--- config.mk ---
export PLATFORM = sky130hd
export DESIGN_NAME = lcc_loop_cache
export DESIGN_NICKNAME = d
export VERILOG_FILES = /design/src/rtl/lcc_pkg.sv /design/src/rtl/lcc_decode.sv /design/src/rtl/lcc_store.sv /design/src/rtl/lcc_ctrl.sv /design/src/rtl/lcc_loop_cache.sv
export SDC_FILE = /design/constraint.sdc
export NUM_CORES = 1
export LEC_CHECK = 0
export BUFFER_PORTS_ARGS = -buffer_cell sky130_fd_sc_hd__buf_2
export CORE_MARGIN = 3
export CORE_UTILIZATION = 35
export DETAILED_ROUTE_END_ITERATION = 10
export GPL_TIMING_DRIVEN = 0
export PLACE_DENSITY = 0.6
export SKIP_CTS_REPAIR_TIMING = 1
export SLEW_MARGIN = 10
export SYNTH_ARGS = -nofsm -noshare
export SYNTH_HDL_FRONTEND = slang
export SYNTH_SLANG_ARGS = --single-unit
export TNS_END_PERCENT = 20
--- constraint.sdc ---
create_clock -name clk -period 21.4 [get_ports clk]
set_clock_uncertainty 0.2 [all_clocks]
set_input_delay 4.28 -clock clk [delete_from_list [all_inputs] [get_ports clk]]
set_output_delay 4.28 -clock clk [all_outputs]
set_load 0.02 [all_outputs]
--- src/rtl/lcc_pkg.sv ---
package lcc_pkg;

  typedef enum logic [1:0] {
    SEL_SEQ    = 2'd0,
    SEL_LOOP   = 2'd1,
    SEL_RESUME = 2'd2
  } pc_sel_e;

  typedef enum logic [1:0] {
    MODE_IDLE   = 2'd0,
    MODE_FILL   = 2'd1,
    MODE_REPLAY = 2'd2
  } loop_mode_e;

  typedef struct packed {
    logic is_loop;
    logic is_fill;
    logic is_replay;
  } loop_kind_t;

endpackage

--- src/rtl/lcc_decode.sv ---
module lcc_decode #(
  parameter int DW     = 16,
  parameter int KW     = 7,
  parameter int NIW    = 4,
  parameter int OPW    = 5,
  parameter logic [OPW-1:0] OPCODE = 5'h0E
) (
  input  logic [DW-1:0]       word,
  output lcc_pkg::loop_kind_t kind,
  output logic [KW-1:0]       k_field,
  output logic [NIW-1:0]      ni_field
);
  localparam int NI_LSB = KW;
  localparam int OP_LSB = DW - OPW;

  logic op_match;

  assign op_match = (word[DW-1:OP_LSB] == OPCODE);
  assign k_field  = word[KW-1:0];
  assign ni_field = word[NI_LSB +: NIW];

  assign kind.is_loop   = op_match;
  assign kind.is_fill   = op_match && (ni_field != '0);
  assign kind.is_replay = op_match && (ni_field == '0);

  always_comb begin
    assert (!(kind.is_fill && kind.is_replay)) else $error("p_kind_excl_r2");
  end
endmodule

--- src/rtl/lcc_store.sv ---
module lcc_store #(
  parameter int DW    = 16,
  parameter int DEPTH = 15,
  parameter int IW    = 4
) (
  input  logic          clk,
  input  logic          rst_n,
  input  logic          wr_en,
  input  logic [IW-1:0] wr_idx,
  input  logic [DW-1:0] wr_data,
  input  logic [IW-1:0] rd_idx,
  output logic [DW-1:0] rd_data
);
  logic [DW-1:0]    slot_q [DEPTH];
  logic [DEPTH-1:0] slot_we;

  for (genvar i = 0; i < DEPTH; i++) begin : g_we
    assign slot_we[i] = wr_en && (wr_idx == IW'(i));
  end

  always_ff @(posedge clk) begin
    for (int i = 0; i < DEPTH; i++) begin
      if (slot_we[i]) slot_q[i] <= wr_data;
    end
  end

  always_comb begin
    rd_data = '0;
    for (int j = 0; j < DEPTH; j++) begin
      if (rd_idx == IW'(j)) rd_data = slot_q[j];
    end
  end

  p_one_slot_r8: assert property (@(posedge clk) disable iff (!rst_n)
    $countones(slot_we) <= 1);

  p_slot_kept_r8: assert property (@(posedge clk) disable iff (!rst_n)
    (wr_en && rd_idx == wr_idx) |=> (rd_idx != $past(wr_idx)) || (rd_data == $past(wr_data)));
endmodule

--- src/rtl/lcc_ctrl.sv ---
module lcc_ctrl
  import lcc_pkg::*;
#(
  parameter int AW  = 16,
  parameter int KW  = 7,
  parameter int NIW = 4
) (
  input  logic           clk,
  input  logic           rst_n,
  input  logic           fetch_valid,
  output logic           fetch_ready,
  input  logic [AW-1:0]  fetch_pc,
  input  loop_kind_t     kind,
  input  logic [KW-1:0]  k_field,
  input  logic [NIW-1:0] ni_field,
  output logic [AW-1:0]  next_pc,
  output pc_sel_e        pc_sel,
  output logic [1:0]     cycles,
  output logic [NIW-1:0] cache_idx,
  output logic           cache_wr,
  output logic           cache_hit
);
  localparam int CW = KW + 1;
  localparam logic [AW-1:0] INVALID = '1;

  logic [AW-1:0] start_q, end_q, resume_q;
  logic [AW-1:0] start_d, end_d, resume_d;
  logic [CW-1:0] count_q, count_d;
  loop_mode_e    mode_q, mode_d;
  logic          stall_q;
  logic          accept, in_body, replay_taken;
  logic [AW-1:0] pc_inc, offset;

  assign fetch_ready = !stall_q;
  assign accept      = fetch_valid && !stall_q;
  assign pc_inc      = fetch_pc + AW'(1);
  assign offset      = fetch_pc - start_q;

  assign in_body   = (start_q != INVALID) && (fetch_pc >= start_q) && (fetch_pc < end_q);
  assign cache_idx = in_body ? offset[NIW-1:0] : '0;
  assign cache_hit = in_body && (mode_q == MODE_REPLAY);
  assign cache_wr  = accept && in_body && (mode_q == MODE_FILL);

  assign replay_taken = kind.is_replay && (start_q != INVALID);

  always_comb begin
    start_d  = start_q;
    end_d    = end_q;
    resume_d = resume_q;
    count_d  = count_q;
    mode_d   = mode_q;
    next_pc  = pc_inc;
    pc_sel   = SEL_SEQ;
    cycles   = 2'd1;
    if (kind.is_fill) begin
      start_d = pc_inc;
      end_d   = pc_inc + AW'(ni_field);
      count_d = CW'(k_field) + CW'(1);
      mode_d  = MODE_FILL;
    end else if (replay_taken) begin
      count_d  = CW'(k_field) + CW'(1);
      resume_d = pc_inc;
      next_pc  = start_q;
      pc_sel   = SEL_LOOP;
      cycles   = 2'd2;
      mode_d   = MODE_REPLAY;
    end else if (!kind.is_loop && (count_q != '0) && (pc_inc == end_q)) begin
      if (count_q > CW'(1)) begin
        count_d = count_q - CW'(1);
        next_pc = start_q;
        pc_sel  = SEL_LOOP;
      end else begin
        count_d = '0;
        mode_d  = MODE_IDLE;
        if (resume_q != INVALID) begin
          next_pc  = resume_q;
          pc_sel   = SEL_RESUME;
          resume_d = INVALID;
        end
      end
    end
  end

  always_ff @(posedge clk) begin
    if (!rst_n) begin
      start_q  <= INVALID;
      end_q    <= INVALID;
      resume_q <= INVALID;
      count_q  <= '0;
      mode_q   <= MODE_IDLE;
      stall_q  <= 1'b0;
    end else begin
      stall_q <= accept && replay_taken;
      if (accept) begin
        start_q  <= start_d;
        end_q    <= end_d;
        resume_q <= resume_d;
        count_q  <= count_d;
        mode_q   <= mode_d;
      end
    end
  end

  p_stall_after_replay_r7: assert property (@(posedge clk) disable iff (!rst_n)
    (accept && kind.is_replay && start_q != INVALID) |=> !fetch_ready);

  p_stall_one_cycle_r7: assert property (@(posedge clk) disable iff (!rst_n)
    !fetch_ready |=> fetch_ready);

  p_resume_cleared_r5: assert property (@(posedge clk) disable iff (!rst_n)
    (accept && pc_sel == SEL_RESUME) |=> (resume_q == INVALID));

  p_count_loaded_r6: assert property (@(posedge clk) disable iff (!rst_n)
    (accept && kind.is_loop && (kind.is_fill || start_q != INVALID))
      |=> (count_q == CW'($past(k_field)) + CW'(1)));

  p_count_no_rise_r4: assert property (@(posedge clk) disable iff (!rst_n)
    (accept && !kind.is_loop) |=> (count_q <= $past(count_q)));

  p_hit_wr_excl_r9: assert property (@(posedge clk) disable iff (!rst_n)
    !(cache_hit && cache_wr));
endmodule

--- src/rtl/lcc_loop_cache.sv ---
module lcc_loop_cache #(
  parameter int AW  = 16,
  parameter int DW  = 16,
  parameter int KW  = 7,
  parameter int NIW = 4,
  parameter int OPW = 5,
  parameter logic [OPW-1:0] OPCODE = 5'h0E
) (
  input  logic           clk,
  input  logic           rst_n,
  input  logic           fetch_valid,
  output logic           fetch_ready,
  input  logic [AW-1:0]  fetch_pc,
  input  logic [DW-1:0]  fetch_word,
  output logic [DW-1:0]  exec_word,
  output logic [AW-1:0]  next_pc,
  output logic [1:0]     pc_sel,
  output logic [NIW-1:0] cache_idx,
  output logic           cache_wr,
  output logic           cache_hit,
  output logic [1:0]     exec_cycles
);
  localparam int DEPTH = (1 << NIW) - 1;

  lcc_pkg::loop_kind_t kind;
  lcc_pkg::pc_sel_e    sel;
  logic [KW-1:0]       k_field;
  logic [NIW-1:0]      ni_field;
  logic [DW-1:0]       store_word;

  assign exec_word = cache_hit ? store_word : fetch_word;
  assign pc_sel    = sel;

  lcc_decode #(.DW(DW), .KW(KW), .NIW(NIW), .OPW(OPW), .OPCODE(OPCODE)) u_decode (
    .word     (exec_word),
    .kind     (kind),
    .k_field  (k_field),
    .ni_field (ni_field)
  );

  lcc_store #(.DW(DW), .DEPTH(DEPTH), .IW(NIW)) u_store (
    .clk     (clk),
    .rst_n   (rst_n),
    .wr_en   (cache_wr),
    .wr_idx  (cache_idx),
    .wr_data (fetch_word),
    .rd_idx  (cache_idx),
    .rd_data (store_word)
  );

  lcc_ctrl #(.AW(AW), .KW(KW), .NIW(NIW)) u_ctrl (
    .clk         (clk),
    .rst_n       (rst_n),
    .fetch_valid (fetch_valid),
    .fetch_ready (fetch_ready),
    .fetch_pc    (fetch_pc),
    .kind        (kind),
    .k_field     (k_field),
    .ni_field    (ni_field),
    .next_pc     (next_pc),
    .pc_sel      (sel),
    .cycles      (exec_cycles),
    .cache_idx   (cache_idx),
    .cache_wr    (cache_wr),
    .cache_hit   (cache_hit)
  );
endmodule

After elaboration in Yosys (flattened, before gate mapping):

Memories as Yosys holds them, arrays and structs flattened.
Cells that the tools add are included.

* register bits: 59
* RAM bits: 240
* input bits: 35
* logic and storage cells: 205
* memories: 1

* add/sub/neg operators: 5
* $lt $le $gt $ge: 3
* eq/ne operators: 22
* mux-type cells: 113
* bitwise operators: 1
* reductions and logical operators: 54

Memories
* u_store.slot_q: depth 15, bits a word 16, rd ports 15, clocked after Yosys merged registers in 0, write ports 1, RTL line lcc_store.sv:14 `logic [DW-1:0] slot_q [DEPTH];`

Operators with widths (number)
* $mux 16: 39
* $reduce_or 16->1: 14
* $mux 4: 15
* $mux 1: 44
* $mux 8: 4
* $ne 16x16->1 const B: 2
* $eq 4x4->1 const B: 7
* $logic_and 1x1->1: 27
* $mux 2: 11
* $add 16x1->16 const B: 1
* $add 16x4->16: 1
* $eq 16x16->1: 1
* $eq 4x3->1 const B: 4
* $ge 16x16->1: 1
* $lt 16x16->1: 1
* $add 7x1->8 const B: 1
* $eq 4x2->1 const B: 2
* $gt 8x1->1 const B: 1
* $logic_not 4->1: 2
* $reduce_bool 8->1: 1
* $sub 8x1->8 const B: 1
* $eq 5x4->1 const B: 1
* $reduce_and 5->1: 1
* $eq 4x1->1 const B: 1
* 12 further kinds: 15

Longest topological paths before layout:

Gate-level depths: netlist (run 1).

* depth after elaboration: 28
* depth in mapped cells: 25
* depth with buffers taken out: 24

Modules after synthesis:

From an unflattened synthesis (run 1), not the netlist that was laid out.

* cell total of the unflattened synthesis: 1365
* area total of the unflattened synthesis: 15519.9 µm²

By module, submodules not included
* lcc_store: instances 1, cells an instance 671, area an instance 9990.8 µm², seq. area each 7206.9 µm²
* lcc_ctrl: instances 1, cells an instance 659, area an instance 5147.4 µm², seq. area each 1181.1 µm²
* lcc_loop_cache: instances 1, cells an instance 18, area an instance 249.0 µm², seq. area each 0.0 µm²
* lcc_decode: instances 1, cells an instance 17, area an instance 132.6 µm², seq. area each 0.0 µm²

Least setup slack after synthesis (run 1):

No wires, ideal clock.

* kind: input to output
* start: in fetch_pc[0]
* end: out next_pc[0]
* arrival time: 8.625 ns
* setup slack: 8.295 ns
* stages on the path: 16
* buffers on the path: 1
* cells stage by stage: inv_1 ha_1 inv_1 fa_1 xor2_2 a211oi_1 o21ai_1 o22ai_1 a211oi_1 o2111ai_1 nand3_1 or4_1 buf_2 o21ai_1 mux2_4 a221oi_1

* word-level cells in the longest chain between the ends: 28
* elaborated cells on any way between the ends: 54
* classes of those cells: 2 x add/sub; 2 x order compare; 16 x eq/ne; 22 x mux; 12 x reduce/logical

Ends and longest elaborated chain
* start, declared: RTL line lcc_loop_cache.sv:13 `input logic [AW-1:0] fetch_pc,`
* $ge 16x16->1: RTL line lcc_ctrl.sv:39 `assign in_body = (start_q != INVALID) && (fetch_pc >= start_q) && (fetch_pc < end_q);`
* $logic_and 1x1->1 (2 in a row): RTL line lcc_ctrl.sv:39
* $mux 4: RTL line lcc_ctrl.sv:40 `assign cache_idx = in_body ? offset[NIW-1:0] : '0;`
* $logic_not 4->1: RTL line lcc_store.sv:30 `if (rd_idx == IW'(j)) rd_data = slot_q[j];`
* $mux 16 (15 in a row): RTL line lcc_store.sv:30
* $mux 16 (*): RTL line lcc_loop_cache.sv:31 `assign exec_word = cache_hit ? store_word : fetch_word;`
* net exec_word[11]: RTL line lcc_loop_cache.sv:15 `output logic [DW-1:0] exec_word,`
* $eq 5x4->1 (*): RTL line lcc_decode.sv:18 `assign op_match = (word[DW-1:OP_LSB] == OPCODE);`
* $logic_not 1->1: RTL line lcc_ctrl.sv:67 `end else if (!kind.is_loop && (count_q != '0) && (pc_inc == end_q)) begin`
* $logic_and 1x1->1 (2 in a row): RTL line lcc_ctrl.sv:67
* $mux 16: RTL line lcc_ctrl.sv:67
* $mux 16: RTL line lcc_ctrl.sv:60 `end else if (replay_taken) begin`
* $mux 16 (*): RTL line lcc_ctrl.sv:55 `if (kind.is_fill) begin`
* end, declared: RTL line lcc_loop_cache.sv:16 `output logic [AW-1:0] next_pc,`

The timed path passes the listed nets; every way through them passes the cells marked *.

Worst setup path in the final report (run 1):

* start: in fetch_pc[0]
* end: out next_pc[5]

* elaborated cells on any way between the ends: 54
* classes of those cells: 2 x add/sub; 2 x order compare; 16 x eq/ne; 22 x mux; 12 x reduce/logical

RTL lines
* $add 16x1->16: RTL line lcc_ctrl.sv:36 `assign pc_inc = fetch_pc + AW'(1);`
* net u_ctrl.pc_inc[0]: RTL line lcc_ctrl.sv:32 `logic [AW-1:0] pc_inc, offset;`
* $eq 16x16->1: RTL line lcc_ctrl.sv:67
* $logic_and 1x1->1: RTL line lcc_ctrl.sv:67
* $mux 16: RTL line lcc_ctrl.sv:67
* $mux 16: RTL line lcc_ctrl.sv:60
* $mux 16: RTL line lcc_ctrl.sv:55

The timed path passes the listed nets, and every way through them passes these cells.

==> results of run 1 <==
sequential cells by signal (all words and copies together), names as in the netlist:
name	count
u_store.slot_q	240
u_ctrl.end_q	16
u_ctrl.count_q	8
u_ctrl.start_q	16
u_ctrl.resume_q	16
u_ctrl.mode_q	2
u_ctrl.stall_q	1
worst paths after layout:
check / end / depth (start not counted)
min reg2reg: u_ctrl.end_q[10] / 2
min: u_ctrl.end_q[10] / 2
max: next_pc[5] / 21
max reg2reg: u_ctrl.end_q[15] / 23
through the flow:
step | instances | util (%) | cell area, µm²
floorplan | 1325 | - | 15100
global placement | 1978 | 38.4 | 16200
detailed placement | 2000 | 39.1 | 16600
CTS | 2058 | 41.7 | 17600
global route | 2058 | 41.7 | 17600
finish | 2059 | 41.7 | 17600
layer usage:
metal	global-route usage (%)	part of all wire (%)
met1	31.1	42
met2	34.8	45
met3	3.96	9.6
met4	8.35	4.1
met5	0	0
worst min-delay path, stage by stage, from the launching register on:
cell and delay [ns]:
dfxtp_1 0.31, nand2_1 0.05, o211ai_1 0.07
report_power, final:
group / switching (µW) / internal [µW] / total [µW]
Combinational: 122 / 48.8 / 171
Sequential: 0.926 / 628 / 629
Clock: 245 / 331 / 576
layout make-up:
class | count | area (µm²) | share of cell area, %
Antenna cell | 1 | 2.50 | 0.0142
Buffer | 77 | 349 | 1.98
Clock buffer | 46 | 926 | 5.25
Clock inverter | 12 | 155 | 0.880
Inverter | 80 | 302 | 1.71
Multi-Input combinational cell | 869 | 6160 | 34.9
Sequential cell | 299 | 8390 | 47.6
Tap cell | 577 | 722 | 4.09
Timing Repair Buffer | 98 | 637 | 3.61
layout by cell type, fill, tap and decap left out, types with 46 or more instances in the layout:
cell type and n:
dfxtp_1 59, edfxtp_1 240, buf_2 100, clkbuf_1 51, nor2_1 66, nand2_1 97
a21oi_1 74, o21ai_0 46, inv_1 79
logic make-up after synthesis:
group                    count (synthesis)  share of synthesized area (%)
AO/OA/AOI/OAI                          368                           17.7
XOR/XNOR                                55                           3.28
adder cells (fa/ha/maj)                 42                           3.57
buffers and inverters                  157                           4.30
flip-flops                             299                           55.4
multiplexers                            43                           3.50
AND/OR/NAND/NOR                        361                           12.2
cell usage after synthesis, types with 40 or more instances:
cell type and n:
edfxtp_1 240, nand2_1 97, xnor2_1 40, inv_1 79, nor3_1 43, o21ai_0 46, o211ai_1 40, a21oi_1 75
nor2_1 72, ha_1 40, clkbuf_1 42, dfxtp_1 59
==> results.py, run 1 <==
metrics = {
    "placed_design": {
        "gp_congestion": 0.946,
        "place_ws_ns": 6.28,
        "dp_hpwl_um": 37300,
        "port_buffers": 76,
    },
    "critical_path": {
        "startpoint": "fetch_pc[0]",
        "worstPathCellList": "buf_2 -> inv_1 -> ha_1 -> inv_1 -> fa_1 -> buf_2 -> and2_0 -> clkbuf_1 -> nand2_1 -> nor3_1 -> buf_2 -> nand2_1 -> o21ai_0 -> a41oi_1 -> or4_1 -> buf_2 -> o21ai_1 -> mux2_4 -> buf_6 -> a221oi_2 -> buf_2",
        "cpPeakStageDelay_ns": 0.66,
        "cp_top_family": "buffers and inverters",
        "r2r_setup_slack_ns": 14.33,
        "cp_max_fo": 10,
        "worstSetupPathType": "primary input to output port",
        "regToRegStartpoint": "u_ctrl.start_q[0]",
        "critPathBufInv": 9,
        "critical_path.slowest_cell": "or4_1",
        "critical_path_required_ns": 16.92,
        "worstSetupStartpointType": "primary input",
        "crit_path_end_kind": "output port",
        "crit_path_frequent_cell": "buf_2",
        "crit_arrival_ns": 10.78,
    },
    "clock_tree": {
        "clk_latency_ns": 0.54,
        "ctsHtreeMaxLevel": 2,
        "clockBufferDepth": 3,
        "cts.sinks": 299,
        "cts-root-buf": "clkbuf_16",
        "clk_pin_slew_worst_paths_ns": 0.06,
        "cts_inserted_buffers": 34,
        "cts_tree": "built",
    },
    "floorplan": {
        "core_area_mm2": 0.0423,
        "die_h_um": 214,
        "die_width_um": 214,
        "io_pins": 78,
        "die_area_mm2": 0.0458,
        "start_util_pct": 35.8,
        "placementRows": 75,
    },
    "synthesis": {
        "netlist.area_leader.share_pct": 47.6,
        "ys_ff_latch": 299,
        "synth.distinct_cells": 92,
        "synth_top_area_cell": "edfxtp_1",
        "syn_inst": 1325,
        "yosysSeqAreaShare_pct": 55.4,
        "ys_top_cells_by_area": "edfxtp_1, dfxtp_1, ha_1",
        "synth_area_per_cell_um2": 11.4,
        "async_flop_share_pct": 0,
        "syn_nets": 1402,
        "synth_area_mm2": 0.0151,
        "synthFlopType": "edfxtp_1",
        "synth_warnings": 0,
        "synth_edf_count": 240,
    },
    "drt": {
        "ant_nets": 0,
        "drt_iter0_drc": 1657,
        "routed_via_density": 6.03,
        "post_drt_wl_per_cell_um": 25.3,
        "first_pass_iters": 6,
        "vias": 12400,
        "drcViolationCount": 0,
        "detail_route.wirelength_um": 52200,
    },
    "power": {
        "power_uw": 1380,
        "p_leak_uw": 0.00643,
        "pwr_density_cell_mw_per_mm2": 78.0,
        "vdd_drop_max_mv": 0.0652,
    },
    "timing": {
        "fin_tns_setup_ns": 0,
        "setup_viol_count_final": 0,
        "hold_viol_final": 0,
        "worst_slack_ns": 6.14,
        "period_share_pct": 71.3,
        "worst_pin_slew_ns": 1.33,
        "slew_headroom_pct": 10.4,
        "holdWs_ns": 0.280,
        "rsz0062_at_grt": "false",
        "post-route-min-period_ns": 15.26,
        "slew_violations": 0,
        "fmax_mhz": 65.5,
    },
    "grt": {
        "grt_max_degree": 17,
        "grt-ovfl-total": 0,
        "grt_pass1_vias": 12200,
        "antenna_found_initial": 0,
        "grt_use_total_pct": 22.3,
        "grt_pass1_wl_um": 78800,
    },
    "cells_and_area": {
        "drive_above_1_share_pct": 16.8,
        "final_nets": 1536,
        "fillers": 3976,
        "area_growth_syn_to_layout_pct": 16.6,
    },
    "min_path": {
        "hp-class": "register to register",
        "min_from": "u_ctrl.end_q[10]",
    },
    "flow_run": {
        "drv_cap": 0,
    },
    "status": {
        "status": "completed",
    },
}
Note: power is estimated with default switching activity, not from simulation.
==> run 2: changes to the inputs <==
PLACE_DENSITY = 0.62   (was 0.6)
clock period = 12.84 ns   (was 21.4 ns; I/O delays follow)
==> run 2 against run 1 <==
Against the previous run: combinational power grew 68%; sequential cell count is the same; critical path depth shrank 1; sequential power grew 67%; routed wire length shrank 0.13%; sequential share of layout area is the same; clock-buffer cell count shrank 2; utilization is the same.
==> results.py, run 2 (same netlist as run 1, synthesis figures left out) <==
metrics = {
    "status": {
        "status": "completed",
    },
    "timing": {
        "rsz0062_at_grt": "false",
        "post-route-min-period_ns": 12.00,
        "worst_pin_slew_ns": 1.24,
        "slew_violations": 0,
        "fmax_mhz": 83.3,
        "slew_headroom_pct": 16.6,
        "fin_tns_setup_ns": 0,
        "period_share_pct": 93.5,
        "setup_viol_count_final": 0,
        "hold_viol_final": 0,
    },
    "cells_and_area": {
        "fin_cells": 2059,
        "area_growth_syn_to_layout_pct": 16.6,
        "postLayoutCoreUtil_pct": 41.7,
        "layout_commonest_cell": "edfxtp_1",
        "final_nets": 1538,
        "layout_common_cells": "edfxtp_1, buf_2, nand2_1, inv_1, a21oi_1",
        "largest_register_ffs": 240,
        "drive_above_1_share_pct": 16.8,
        "top_register": "u_store.slot_q",
        "diodes": 0,
    },
    "critical_path": {
        "critical_path_required_ns": 10.07,
        "regToRegStartpoint": "u_ctrl.start_q[0]",
        "startpoint": "fetch_pc[0]",
        "critical_path.slowest_cell": "or4_1",
        "crit_path_frequent_cell": "buf_2",
        "cpPeakStageDelay_ns": 0.68,
        "ff2ff_path_depth": 23,
        "reg2reg_to": "u_ctrl.end_q[15]",
        "worstSetupStartpointType": "primary input",
        "crit_path_end_kind": "output port",
        "worstPathCellList": "buf_2 -> inv_1 -> ha_1 -> inv_1 -> fa_1 -> or2_2 -> clkbuf_1 -> nor2_1 -> nand3_1 -> clkbuf_1 -> o221ai_1 -> a21oi_1 -> a41oi_1 -> or4_1 -> buf_2 -> o21ai_1 -> mux2_4 -> buf_6 -> a221oi_2 -> buf_2",
        "cp_max_fo": 10,
        "crit_arrival_ns": 9.23,
        "r2r_setup_slack_ns": 5.73,
        "worstSetupPathType": "primary input to output port",
    },
    "placed_design": {
        "dp_hpwl_um": 37300,
        "gp_congestion": 0.924,
        "port_buffers": 76,
        "placedCellCount": 2001,
    },
    "power": {
        "power_uw": 2260,
        "pwr_density_cell_mw_per_mm2": 128,
        "comb_power_share_pct": 12.7,
        "power.switching_uw": 613,
        "p_leak_uw": 0.00644,
        "p_int_uw": 1650,
        "clock_power_share_pct": 41.0,
        "power_frac_seq_pct": 46.3,
        "p_sw_share_pct": 27.1,
        "vdd_drop_max_mv": 0.119,
    },
    "drt": {
        "detail_route.wirelength_um": 52100,
        "drt_iter0_drc": 1701,
        "first_pass_iters": 5,
        "routed_via_density": 6.02,
        "drcViolationCount": 0,
        "post_drt_wl_per_cell_um": 25.3,
        "vias": 12400,
        "ant_nets": 0,
    },
    "clock_tree": {
        "cts_tree": "built",
        "clockBufferDepth": 3,
        "clk_pin_slew_worst_paths_ns": 0.05,
        "cts_inserted_buffers": 35,
        "clk_latency_ns": 0.55,
        "cts-root-buf": "clkbuf_16",
        "cts.sinks": 299,
        "ctsHtreeMaxLevel": 2,
    },
    "min_path": {
        "min_from": "u_ctrl.end_q[11]",
        "worstHoldPathCells": 2,
        "hp-class": "register to register",
        "hold_end": "u_ctrl.end_q[11]",
    },
    "floorplan": {
        "io_pins": 78,
        "core_area_mm2": 0.0423,
        "die_h_um": 214,
        "placementRows": 75,
        "start_util_pct": 35.8,
        "die_area_mm2": 0.0458,
        "die_width_um": 214,
    },
    "grt": {
        "antenna_found_initial": 0,
        "grt_use_total_pct": 22.1,
        "grt_pass1_vias": 12000,
        "grt_pass1_wl_um": 78000,
        "grt_max_degree": 17,
        "grt-ovfl-total": 0,
    },
    "flow_run": {
        "drv_cap": 0,
    },
}
==> run 2: worst max-delay path: cells and delay by family <==
family                     cells  cell delay [ns]
buffers and inverters          8             2.25
AOI/OAI and AO/OA              5             1.73
and+or+nand+nor                4             1.53
adders and majority gates      2             0.76
muxes                          1             0.38
==> run 2: worst max-delay path by stage <==
stage	end	slack (ns)	cells after the start
after floorplan	next_pc[0]	3.16	16
after global placement	next_pc[3]	1.28	21
after detailed placement	next_pc[3]	1.19	20
after CTS	next_pc[3]	1.17	20
after global routing	next_pc[3]	0.79	20
final	next_pc[3]	0.84	20
==> run 2: area by class of cell <==
class / instances / area (µm²)
flip-flops and latches: 299 / 8390
clock inverters: 14 / 86.3
repair buffers: 99 / 692
plain buffers: 77 / 349
fillers: 4039 / 24700
multi-input cells: 869 / 6160
well taps: 577 / 722
clock buffers: 44 / 941
inverters: 80 / 302
==> run 2: per-stage QoR <==
| stage | worst slack [ns] | cell area (µm²) | hold slack, ns |
|---|---|---|---|
| after detailed placement | 1.19 | 16600 | 0.273 |
| after floorplan | 3.16 | 15100 | 0.245 |
| after global routing | 0.794 | 17600 | 0.300 |
| after CTS | 1.17 | 17600 | 0.284 |
| final | 0.838 | 17600 | 0.281 |
| after global placement | 1.28 | 16200 | 0.270 |
==> run 2: per-layer routing <==
layer / vias to the layer above / share of wire (%) / track usage (%)
li1: 5421 / - / -
met1: 6027 / 41 / 30.2
met2: 811 / 44 / 34.1
met3: 128 / 11 / 4.87
met4: 0 / 4.1 / 9.02
met5: - / 0 / 0
==> run 2: power by group through the flow <==
stage / Clock [µW] / Sequential [µW] / Combinational (µW)
2_1_floorplan: 0 / 1070 / 163
3_3_place_gp: 0 / 1070 / 273
3_5_place_dp: 0 / 1070 / 277
4_1_cts: 935 / 1050 / 278
5_1_grt: 973 / 1050 / 302
6_report: 927 / 1050 / 287
==> run 3: changes to the inputs <==
SYNTH_HIERARCHICAL = 1   (was not set)
==> run 3 against run 2 <==
Against the previous run: routed wire length shrank 3.8%; sequential share of layout area shrank 1.5 points; final area grew 3.4%; critical path type unchanged; largest power group unchanged.
==> results.py, run 3 <==
metrics = {
    "drt": {
        "drt_iter0_drc": 1615,
        "first_pass_iters": 5,
        "detail_route.wirelength_um": 50100,
        "post_drt_wl_per_cell_um": 23.7,
        "routed_via_density": 5.79,
        "vias": 12300,
        "ant_nets": 0,
        "drcViolationCount": 0,
    },
    "synthesis": {
        "netlist.area_leader.share_pct": 46.4,
        "yosysSeqAreaShare_pct": 54.0,
        "syn_inst": 1365,
        "muxShareOfSynthArea_pct": 4.63,
        "synth_top_family_by_area": "compound AO/OA/AOI/OAI gates",
        "async_flop_share_pct": 0,
        "yosys-top-cells-count": "edfxtp_1, nand2_1, o21ai_0",
        "synth_warnings": 6,
        "synth_compound_area_share_pct": 18.3,
        "synth_edf_count": 240,
        "synthFlopType": "edfxtp_1",
        "synth.distinct_cells": 90,
        "synth_area_mm2": 0.0155,
        "synth_area_per_cell_um2": 11.4,
        "synthMostInstantiatedCell": "edfxtp_1",
        "ys_top_cells_by_area": "edfxtp_1, dfxtp_1, ha_1",
        "synth_top_area_cell": "edfxtp_1",
        "synthXorXnorAreaFrac_pct": 2.85,
        "synth_adder_area_share_pct": 3.48,
        "syn_nets": 1442,
        "ys_ff_latch": 299,
        "synth-simple-area-share_pct": 11.9,
    },
    "critical_path": {
        "critical_path_required_ns": 10.07,
        "crit_arrival_ns": 9.85,
        "worstSetupPathType": "primary input to output port",
        "crit_path_end": "next_pc[0]",
        "ff2ff_path_depth": 26,
        "r2r_setup_slack_ns": 5.09,
        "critical_path.slowest_cell": "and4b_4",
        "crit_path_end_kind": "output port",
        "regToRegStartpoint": "u_ctrl/end_q[13]",
        "worstSetupStartpointType": "primary input",
        "reg2reg_to": "u_ctrl/resume_q[8]",
        "startpoint": "fetch_pc[0]",
        "cpPeakStageDelay_ns": 0.43,
        "crit_path_frequent_cell": "buf_4",
        "cp_max_fo": 10,
    },
    "floorplan": {
        "core_area_mm2": 0.0435,
        "die_area_mm2": 0.0469,
        "die_h_um": 217,
        "placementRows": 76,
        "io_pins": 78,
        "die_width_um": 217,
        "start_util_pct": 35.7,
    },
    "placed_design": {
        "place_ws_ns": -1.02,
        "gp_congestion": 0.911,
        "place_area_mm2": 0.0169,
        "port_buffers": 77,
        "placedCellCount": 2043,
        "dp_hpwl_um": 35800,
    },
    "timing": {
        "setup_viol_count_final": 0,
        "post-route-min-period_ns": 12.62,
        "worst_slack_ns": 0.218,
        "hold_viol_final": 0,
        "slew_violations": 0,
        "worst_pin_slew_ns": 1.33,
        "holdWs_ns": 0.298,
        "slew_headroom_pct": 10.2,
        "fmax_mhz": 79.2,
        "period_share_pct": 98.3,
    },
    "cells_and_area": {
        "final_nets": 1584,
        "layout_commonest_cell": "edfxtp_1",
        "design_area_mm2": 0.0182,
        "area_growth_syn_to_layout_pct": 17.5,
        "layout_common_cells": "edfxtp_1, buf_2, nand2_1, o21ai_0, a21oi_1",
        "top_register": "u_store/slot_q",
        "fin_cells": 2115,
        "largest_register_ffs": 240,
        "diodes": 0,
        "drive_above_1_share_pct": 21.0,
    },
    "clock_tree": {
        "cts_tree": "built",
        "cts_inserted_buffers": 34,
        "clk_pin_slew_worst_paths_ns": 0.06,
        "cts-root-buf": "clkbuf_16",
        "cts.sinks": 299,
        "clk_latency_ns": 0.54,
        "ctsHtreeMaxLevel": 2,
        "clockBufferDepth": 3,
    },
    "flow_run": {
        "drv_cap": 0,
    },
    "power": {
        "pwr_density_cell_mw_per_mm2": 117,
        "vdd_drop_max_mv": 0.103,
        "p_leak_uw": 0.00668,
        "power_uw": 2140,
    },
    "grt": {
        "antenna_found_initial": 2,
        "grt_pass1_vias": 11900,
        "grt-ovfl-total": 0,
        "grt_max_degree": 17,
        "grt_use_total_pct": 20.7,
        "grt_pass1_wl_um": 74600,
    },
    "min_path": {
        "hp-class": "register to register",
    },
    "status": {
        "status": "completed",
    },
}
==> run 3: worst min-delay path by stage <==
stage	end	cells after the start	start
6_report	u_ctrl/mode_q[1]	1	u_ctrl/mode_q[1]
5_1_grt	u_ctrl/end_q[12]	2	u_ctrl/end_q[12]
4_1_cts	u_ctrl/end_q[12]	2	u_ctrl/end_q[12]
3_5_place_dp	u_ctrl/end_q[12]	2	u_ctrl/end_q[12]
3_3_place_gp	u_ctrl/end_q[12]	2	u_ctrl/end_q[12]
2_1_floorplan	u_ctrl/end_q[12]	2	u_ctrl/end_q[12]
==> run 3: cells by family after synthesis <==
family | count (synthesis)
AO/OA/AOI/OAI | 402
AND/OR/NAND/NOR | 362
buffers and inverters | 150
XOR/XNOR | 48
multiplexers | 62
flip-flops | 299
adder cells (fa/ha/maj) | 42
==> run 3: final cells by class <==
cell class              count  area (µm²)
fillers                  4111       25200
flip-flops and latches    299        8390
multi-input cells         916        6540
clock buffers              35         855
well taps                 585         732
repair buffers            108         726
plain buffers             100         582
clock inverters            24         228
inverters                  48         180
==> run 3: power by group <==
group	internal, µW	switching, µW
registers	1050	1.85
logic	46.1	91.4
clock network	534	419
total	1630	512
==> run 3: worst max-delay path: cells and delay by family <==
family          cells  cell delay [ns]
compound gates     12             2.41
mux                 1             0.27
buf+inv            11             2.28
fa+ha+maj           2             0.67
simple gates        7             1.63
==> run 3: routing by layer <==
metal	part of all wire [%]	GRT usage (%)	vias to the layer above
met5	0	0	-
met4	2.5	5.73	0
met3	8.0	3.34	101
met2	48	35.0	605
met1	41	27.6	6032
li1	-	-	5512
==> run 3: stage by stage <==
step	util [%]	TNS (ns)
global route	41.9	-0.143
CTS	41.4	-17.56
floorplan	-	0
detailed placement	39.0	-17.09
global placement	38.3	-20.66
finish	41.9	0
